===== config.mk =====
export PLATFORM = sky130hd
export DESIGN_NAME = rx_frame_unit
export DESIGN_NICKNAME = d
export VERILOG_FILES = /design/src/rtl/rxu_pkg.sv /design/src/rtl/rxu_sync.sv /design/src/rtl/rxu_tick_gen.sv /design/src/rtl/rxu_deframer.sv /design/src/rtl/rxu_fifo.sv /design/src/rtl/rx_frame_unit.sv
export SDC_FILE = /design/constraint.sdc
export NUM_CORES = 1
export LEC_CHECK = 0
export ABC_AREA = 1
export BUFFER_PORTS_ARGS = -buffer_cell sky130_fd_sc_hd__clkbuf_2
export CAP_MARGIN = 10
export CORE_UTILIZATION = 30
export CTS_CLUSTER_SIZE = 25
export DETAILED_ROUTE_END_ITERATION = 8
export SYNTH_ARGS = -nofsm -noshare
export SYNTH_HDL_FRONTEND = slang
export SYNTH_HIERARCHICAL = 1
export SYNTH_SLANG_ARGS = --single-unit
export TNS_END_PERCENT = 1

===== constraint.sdc =====
create_clock -name clk -period 1.95 [get_ports clk]
set_input_delay 0.0975 -clock clk [delete_from_list [all_inputs] [get_ports clk]]
set_output_delay 0.0975 -clock clk [all_outputs]
set_load 0.03 [all_outputs]

===== src/rtl/rxu_pkg.sv =====
package rxu_pkg;
  localparam int DATA_W     = 8;
  localparam int TPB        = 8;
  localparam int FIRST_DLY  = 12;
  localparam int DIV_INT_W  = 16;
  localparam int DIV_FRAC_W = 8;
  localparam int FIFO_DEPTH = 8;

  typedef enum logic [1:0] {
    S_IDLE = 2'd0,
    S_DATA = 2'd1,
    S_STOP = 2'd2,
    S_HOLD = 2'd3
  } rx_state_e;
endpackage


===== src/rtl/rxu_sync.sv =====
module rxu_sync #(
  parameter int   STAGES  = 2,
  parameter logic RST_VAL = 1'b1
) (
  input  logic clk,
  input  logic rst_ni,
  input  logic d,
  output logic q
);
  logic [STAGES-1:0] chain_q;

  always_ff @(posedge clk or negedge rst_ni) begin
    if (!rst_ni) chain_q <= {STAGES{RST_VAL}};
    else         chain_q <= {chain_q[STAGES-2:0], d};
  end

  assign q = chain_q[STAGES-1];
endmodule


===== src/rtl/rxu_tick_gen.sv =====
module rxu_tick_gen #(
  parameter int INT_W  = 16,
  parameter int FRAC_W = 8
) (
  input  logic              clk,
  input  logic              rst_ni,
  input  logic [INT_W-1:0]  div_int,
  input  logic [FRAC_W-1:0] div_frac,
  output logic              tick
);
  localparam int DW = INT_W + FRAC_W;
  localparam logic [DW-1:0] ONE = DW'(1) << FRAC_W;

  logic [DW-1:0] div_raw, div_eff, acc_q, acc_d;
  logic [DW:0]   sum;

  assign div_raw = {div_int, div_frac};
  assign div_eff = (div_raw < ONE) ? ONE : div_raw;
  assign sum     = {1'b0, acc_q} + {1'b0, ONE};

  always_comb begin
    tick  = 1'b0;
    acc_d = acc_q + ONE;
    if (acc_q >= div_eff) begin
      acc_d = '0;
    end else if (sum >= {1'b0, div_eff}) begin
      tick  = 1'b1;
      acc_d = DW'(sum - {1'b0, div_eff});
    end
  end

  always_ff @(posedge clk or negedge rst_ni) begin
    if (!rst_ni) acc_q <= '0;
    else         acc_q <= acc_d;
  end

  AST_ACC_BOUND: assert property (@(posedge clk) disable iff (!rst_ni)
    ($stable(div_raw) && (acc_q < div_eff)) |=> (acc_q < div_eff));
endmodule


===== src/rtl/rxu_deframer.sv =====
module rxu_deframer
  import rxu_pkg::*;
#(
  parameter int W     = DATA_W,
  parameter int TB    = TPB,
  parameter int FIRST = FIRST_DLY
) (
  input  logic         clk,
  input  logic         rst_ni,
  input  logic         tick,
  input  logic         rx_s,
  output logic         push,
  output logic [W-1:0] push_data,
  output logic         err_set
);
  localparam int CNT_W = $clog2(FIRST);
  localparam int BIT_W = $clog2(W);

  rx_state_e        state_q, state_d;
  logic [CNT_W-1:0] cnt_q, cnt_d;
  logic [BIT_W-1:0] bit_q, bit_d;
  logic [W-1:0]     sr_q, sr_d;

  always_comb begin
    state_d = state_q;
    cnt_d   = cnt_q;
    bit_d   = bit_q;
    sr_d    = sr_q;
    push    = 1'b0;
    err_set = 1'b0;
    if (tick) begin
      unique case (state_q)
        S_IDLE: if (!rx_s) begin
          cnt_d   = CNT_W'(FIRST - 1);
          bit_d   = '0;
          state_d = S_DATA;
        end
        S_DATA: if (cnt_q == '0) begin
          sr_d  = {rx_s, sr_q[W-1:1]};
          cnt_d = CNT_W'(TB - 1);
          if (bit_q == BIT_W'(W - 1)) state_d = S_STOP;
          else                        bit_d   = bit_q + 1'b1;
        end else begin
          cnt_d = cnt_q - 1'b1;
        end
        S_STOP: if (cnt_q == '0) begin
          if (rx_s) begin
            push    = 1'b1;
            state_d = S_IDLE;
          end else begin
            err_set = 1'b1;
            state_d = S_HOLD;
          end
        end else begin
          cnt_d = cnt_q - 1'b1;
        end
        S_HOLD: if (rx_s) state_d = S_IDLE;
        default: state_d = S_IDLE;
      endcase
    end
  end

  always_ff @(posedge clk or negedge rst_ni) begin
    if (!rst_ni) begin
      state_q <= S_IDLE;
      cnt_q   <= '0;
      bit_q   <= '0;
      sr_q    <= '0;
    end else begin
      state_q <= state_d;
      cnt_q   <= cnt_d;
      bit_q   <= bit_d;
      sr_q    <= sr_d;
    end
  end

  assign push_data = sr_q;

  AST_PUSH_GOOD_STOP: assert property (@(posedge clk) disable iff (!rst_ni)
    push |-> rx_s);
  AST_ERR_BAD_STOP: assert property (@(posedge clk) disable iff (!rst_ni)
    err_set |-> (!rx_s && !push));
  AST_HOLD_UNTIL_HIGH: assert property (@(posedge clk) disable iff (!rst_ni)
    (state_q == S_HOLD && !rx_s) |=> (state_q == S_HOLD));
endmodule


===== src/rtl/rxu_fifo.sv =====
module rxu_fifo #(
  parameter int W     = 8,
  parameter int DEPTH = 8
) (
  input  logic         clk,
  input  logic         rst_ni,
  input  logic         push,
  input  logic [W-1:0] wdata,
  input  logic         pop,
  input  logic         clr,
  output logic [W-1:0] rdata,
  output logic         empty,
  output logic         ovr
);
  localparam int PW = $clog2(DEPTH);

  logic [W-1:0] mem [DEPTH];
  logic [PW:0]  wptr_q, rptr_q, wptr_d, rptr_d;
  logic         full, do_wr, do_rd, ovr_d;

  assign empty = (wptr_q == rptr_q);
  assign full  = (wptr_q[PW] != rptr_q[PW]) && (wptr_q[PW-1:0] == rptr_q[PW-1:0]);
  assign do_wr = push && !full;
  assign do_rd = pop && !empty;

  always_comb begin
    wptr_d = do_wr ? wptr_q + 1'b1 : wptr_q;
    rptr_d = do_rd ? rptr_q + 1'b1 : rptr_q;
    ovr_d  = ovr;
    if (clr)          ovr_d = 1'b0;
    if (push && full) ovr_d = 1'b1;
  end

  always_ff @(posedge clk or negedge rst_ni) begin
    if (!rst_ni) begin
      wptr_q <= '0;
      rptr_q <= '0;
      ovr    <= 1'b0;
    end else begin
      wptr_q <= wptr_d;
      rptr_q <= rptr_d;
      ovr    <= ovr_d;
    end
  end

  always_ff @(posedge clk) begin
    if (do_wr) mem[wptr_q[PW-1:0]] <= wdata;
  end

  assign rdata = mem[rptr_q[PW-1:0]];

  AST_NO_OVERFLOW: assert property (@(posedge clk) disable iff (!rst_ni)
    ((wptr_q - rptr_q) <= (PW+1)'(DEPTH)));
  AST_POP_EMPTY_HOLD: assert property (@(posedge clk) disable iff (!rst_ni)
    (pop && empty && !push) |=> ($stable(rptr_q) && empty));
  AST_OVR_ON_FULL_PUSH: assert property (@(posedge clk) disable iff (!rst_ni)
    (push && full) |=> (ovr && $stable(wptr_q)));
endmodule


===== src/rtl/rx_frame_unit.sv =====
module rx_frame_unit
  import rxu_pkg::*;
#(
  parameter int W      = DATA_W,
  parameter int INT_W  = DIV_INT_W,
  parameter int FRAC_W = DIV_FRAC_W,
  parameter int DEPTH  = FIFO_DEPTH
) (
  input  logic              clk,
  input  logic              rst_n,
  input  logic              rx_line,
  input  logic [INT_W-1:0]  div_int,
  input  logic [FRAC_W-1:0] div_frac,
  input  logic              flag_clr,
  input  logic              pop,
  output logic [W-1:0]      rd_data,
  output logic              empty,
  output logic              err_flag,
  output logic              ovr_flag
);
  logic         rst_sn, rx_s, tick, push, err_set, err_d;
  logic [W-1:0] push_data;

  rxu_sync #(.STAGES(2), .RST_VAL(1'b0)) u_rst_sync (
    .clk(clk), .rst_ni(rst_n), .d(1'b1), .q(rst_sn));

  rxu_sync #(.STAGES(2), .RST_VAL(1'b1)) u_rx_sync (
    .clk(clk), .rst_ni(rst_sn), .d(rx_line), .q(rx_s));

  rxu_tick_gen #(.INT_W(INT_W), .FRAC_W(FRAC_W)) u_tick (
    .clk(clk), .rst_ni(rst_sn), .div_int(div_int), .div_frac(div_frac),
    .tick(tick));

  rxu_deframer #(.W(W), .TB(TPB), .FIRST(FIRST_DLY)) u_deframe (
    .clk(clk), .rst_ni(rst_sn), .tick(tick), .rx_s(rx_s),
    .push(push), .push_data(push_data), .err_set(err_set));

  rxu_fifo #(.W(W), .DEPTH(DEPTH)) u_fifo (
    .clk(clk), .rst_ni(rst_sn), .push(push), .wdata(push_data),
    .pop(pop), .clr(flag_clr), .rdata(rd_data), .empty(empty),
    .ovr(ovr_flag));

  always_comb begin
    err_d = err_flag;
    if (flag_clr) err_d = 1'b0;
    if (err_set)  err_d = 1'b1;
  end

  always_ff @(posedge clk or negedge rst_sn) begin
    if (!rst_sn) err_flag <= 1'b0;
    else         err_flag <= err_d;
  end

  AST_ERR_SET_WINS: assert property (@(posedge clk) disable iff (!rst_sn)
    err_set |=> err_flag);
  AST_ERR_STICKY: assert property (@(posedge clk) disable iff (!rst_sn)
    (err_flag && !flag_clr) |=> err_flag);
endmodule


==> results.md <==
* Post-Synth XOR/XNOR Area at 3.87%
* Post-synthesis compound-gate area fraction at a little over a tenth
* Die Footprint at between 0.02 and 0.03 mm2
* Total gr overflow at 0
* Design Area, Final at 0.0103 mm2
* CTS H-tree depth at 4
* Worst EP required at approximately 2 ns
* Worst reg2reg endpoint: u_fifo/mem[3][5]$_DFFE_PP_
* Switching power at ~0.0061 W
* Most frequent cells in the layout: 212 x nand2_1, 180 x buf_4, 85 x inv_1
* CP arrival at a little under 4 ns
* Mapped Area at 0.00746 mm2
* Slew HR at 62.2%
* Final Critical Period at around 3.9 ns
* First DRT Iteration DRCs at about 390
* Core Box Area at ~0.024 mm2
* Vias in the first global route at 6523
* Max frequency at ~260 MHz
* Nets at ~1200
* Post-synth cell types at 49
* Clk pwr share at between 20% and 30%
* RSZ-0062 raised after global routing: yes
* Hpwl dp at ~15 mm
* Clk slew on worst S/H paths at 0.06 ns
* Max FO, Critical Path at 8
* Syn_nets at ~950
* Commonest non-fill, non-tap cell in the layout: nand2_1
* CTS max path bufs at 2
* Ports at 40
* Violated checks: negative setup slack
* Post-synthesis cell count at roughly 870
* Ys async rst share at ~46%
* Initial Utilization at between 30 and 40%
* TritonRoute pass-1 iters at 5
* Largest family of logic cells by synthesized area: simple AND/OR/NAND/NOR gates
* Crit-path max cell delay at 0.39 ns
* Port buffer count at 39
* Clock Skew at 0.0110 ns
* Synth Area in Simple Gates at 26.0%
* Bufs and invs on worst path at 4
* Root Driver: clkbuf_16
* Flops & latches, synth at approximately 120
* Max Slew Vio Count at 0
* Worst-Margin Slew at approximately 0.56 ns
* Origin of the critical flop-to-flop path: u_tick/acc_q[8]$_DFF_PN0_
* WP depth at 23
* Combinational share of power at between 50% and 60%
* Max-Cap Viols at 0
* Syn Area/Cell at ~8.6 um2
* Power Dens Cells at 1440 mW/mm2
* Final worst slack at -1.91 ns
* Die Y at between 150 and 200 um
* Cells after DPL at ~1400
* CP Capture Type: flop
* Die X-Extent at 160 um
* Antenna-violating nets left at 0
* DR WL/cell at between 10 and 15 um
* Reg2reg setup slack at -1.91 ns
* Global-route wire length before repair at between 30 and 40 mm
* Synth-to-Final Area Change at 37.5%
* Post-Route WL at between 15 and 20 mm
* Final Instance Count excl. Fillers at 1439
* Number of antenna violations at the first check in global routing at 0
* Ys Warns at 6
* Leak at 4.84 nW
* CP delay by family, top: simple AND/OR/NAND/NOR gates
* Post-placement setup slack at -1.93 ns
* Post-synthesis mux area share at 0%
* Seq pwr share at approximately a quarter
* DRC at 0
* CTS tree: done
* Core Rows at 57
* GPL Wtd Cong at 0.888
* Worst hold path class: input pin to flop
* Placed cell areas at ~0.0095 mm2
* Prevailing post-synth register cell: edfxtp_1
* Worst Setup Start Kind: flop
* CP Cell Sequence: ha_2 > nand3_2 > nor2_2 > nand2_2 > nor2_4 > inv_2 > nor3_4 > nand2_2 > nor3_2 > xor2_1 > ha_1 > nand2_2 > inv_2 > nand3_1 > nor3_2 > nand3_2 > nand3_4 > inv_4 > nor2_4 > inv_2 > nor3_4 > nand2_4 > nor2_4
* Pint at 0.00868 W
* R2R cell count at 23
* Final hold violation count at 0
* Seq/Total Area, Yosys at between 40 and 50%
* TritonCTS Buffers at 17
* Largest net degree at the start of global routing at 54
* Period utilization at 198%
* Adder-Cell Fraction of Synth Area at under 10%
* Sw frac at 41.3%
* Vias per inst at between 4 and 5
* Critical path class: flop to flop
* Hold slack at 0.235 ns
* Layout cell share with drive strength beyond 1 at approximately 32%
* CP startpoint: u_tick/acc_q[8]$_DFF_PN0_
* Peak supply drop at 0.728 mV
* Setup Viol. Count Final at around 110
* Total track usage at approximately 16%
* Clock Sinks at approximately 120
* Post-synth EDFFs at 64
* Worst setup path end: u_fifo/mem[3][5]$_DFFE_PP_
* Clk Latency, worst-skew pair at approximately 0.42 ns
* Vias at approximately 6600
* Max stage delay cell, worst path: dfrtp_1
* Antenna Cells at 0
* Status: finished, violations left
cell type report:
cell class | count | area (um2)
timing repair buffer | 231 | 1740
clock buffer | 17 | 425
sequential | 119 | 3310
clock inverter | 15 | 143
fill | 2380 | 14100
tap | 324 | 405
multi-input combinational | 636 | 3870
inverter | 97 | 368
cell usage after synthesis, types with 5 or more instances:
cell type,count,area share (%)
o22ai_1,18,1.5
nor3_1,11,0.74
inv_2,7,0.35
xor2_1,21,2.5
nand2_2,9,0.75
xnor2_1,12,1.4
nor2_1,90,4.5
nand2_1,217,11
nand3_1,39,2.6
nor2_4,7,1.1
o21ai_2,10,1.2
ha_1,49,8.2
o21ai_0,51,3.4
a21oi_1,33,2.2
o21ai_1,6,0.40
edfxtp_1,64,26
buf_2,7,0.47
nand4_1,12,1.0
inv_1,89,4.5
nand3b_1,5,0.50
dfrtp_1,53,18
metal layers:
layer | GRT usage, % | share of wire [%] | routed length [um]
met2 | 27.6 | 49 | 9680
met4 | 4.98 | 1.9 | 371
met1 | 20.7 | 45 | 9010
met5 | 0 | 0 | 0
met3 | 3.04 | 3.8 | 758
state kept, by name, indices dropped and copies added, names as in the netlist:
| signal | count |
|---|---|
| u_rst_sync/chain_q | 2 |
| u_rx_sync/chain_q | 2 |
| u_fifo/rptr_q | 4 |
| u_fifo/ovr | 1 |
| u_deframe/bit_q | 3 |
| u_deframe/state_q | 2 |
| u_deframe/cnt_q | 4 |
| u_tick/acc_q | 24 |
| u_fifo/mem | 64 |
| u_deframe/push_data | 8 |
| err_flag | 1 |
| u_fifo/wptr_q | 4 |
worst reg2reg max path: cells and delay by family, from the launching register on:
kind | cells | cell delay [ns]
AND/OR/NAND/NOR | 16 | 2.25
adder cells (fa/ha/maj) | 2 | 0.54
flip-flops | 1 | 0.39
buffers and inverters | 4 | 0.25
XOR/XNOR | 1 | 0.11
power by group through the flow:
stage	Combinational (W)	Clock, W	Sequential (W)
3_5_place_dp	0.00795	0	0.00358
4_1_cts	0.00812	0.00307	0.00354
2_1_floorplan	0.00468	0	0.00345
6_report	0.00823	0.00300	0.00355
5_1_grt	0.00912	0.00317	0.00361
3_3_place_gp	0.00786	0	0.00358
worst min path at each step:
stage,cells past startpoint,slack [ns],from,end
3_3_place_gp,1,-0.12,rst_n,u_rst_sync/chain_q[0]$_DFF_PN0_
5_1_grt,5,0.26,div_frac[1],u_tick/acc_q[1]$_DFFE_PN0P_
6_report,5,0.23,div_frac[1],u_tick/acc_q[1]$_DFFE_PN0P_
4_1_cts,5,0.21,div_frac[1],u_tick/acc_q[1]$_DFFE_PN0P_
3_5_place_dp,1,-0.11,rst_n,u_rst_sync/chain_q[0]$_DFF_PN0_
2_1_floorplan,0,-0.20,rst_n,u_rst_sync/chain_q[0]$_DFF_PN0_
logic make-up after synthesis:
logic type / after synthesis
xor gates and xnor gates: 33
AOI/OAI and AO/OA: 137
buffers and inverters: 114
other: 1
adders and majority gates: 50
and+or+nand+nor: 415
DFF: 119
stage by stage:
| step | setup TNS, ns | total power [W] | utilization, % |
|---|---|---|---|
| after global placement | -192.15 | 0.0114 | 39.1 |
| after CTS | -197.07 | 0.0147 | 41.8 |
| final | -196.07 | 0.0148 | 42.2 |
| after floorplan | -177.64 | 0.00813 | - |
| after detailed placement | -200.22 | 0.0115 | 39.1 |
| after global routing | -224.63 | 0.0159 | 42.2 |
repair_timing:
item,CTS,global route
hold buffers,5,0
buffers inserted,0,1
resized for setup,19,29
endpoints found under the hold margin,9,0
pin swaps,3,14
setup endpoints to repair,119,120
(Power assumes the default switching activity.)
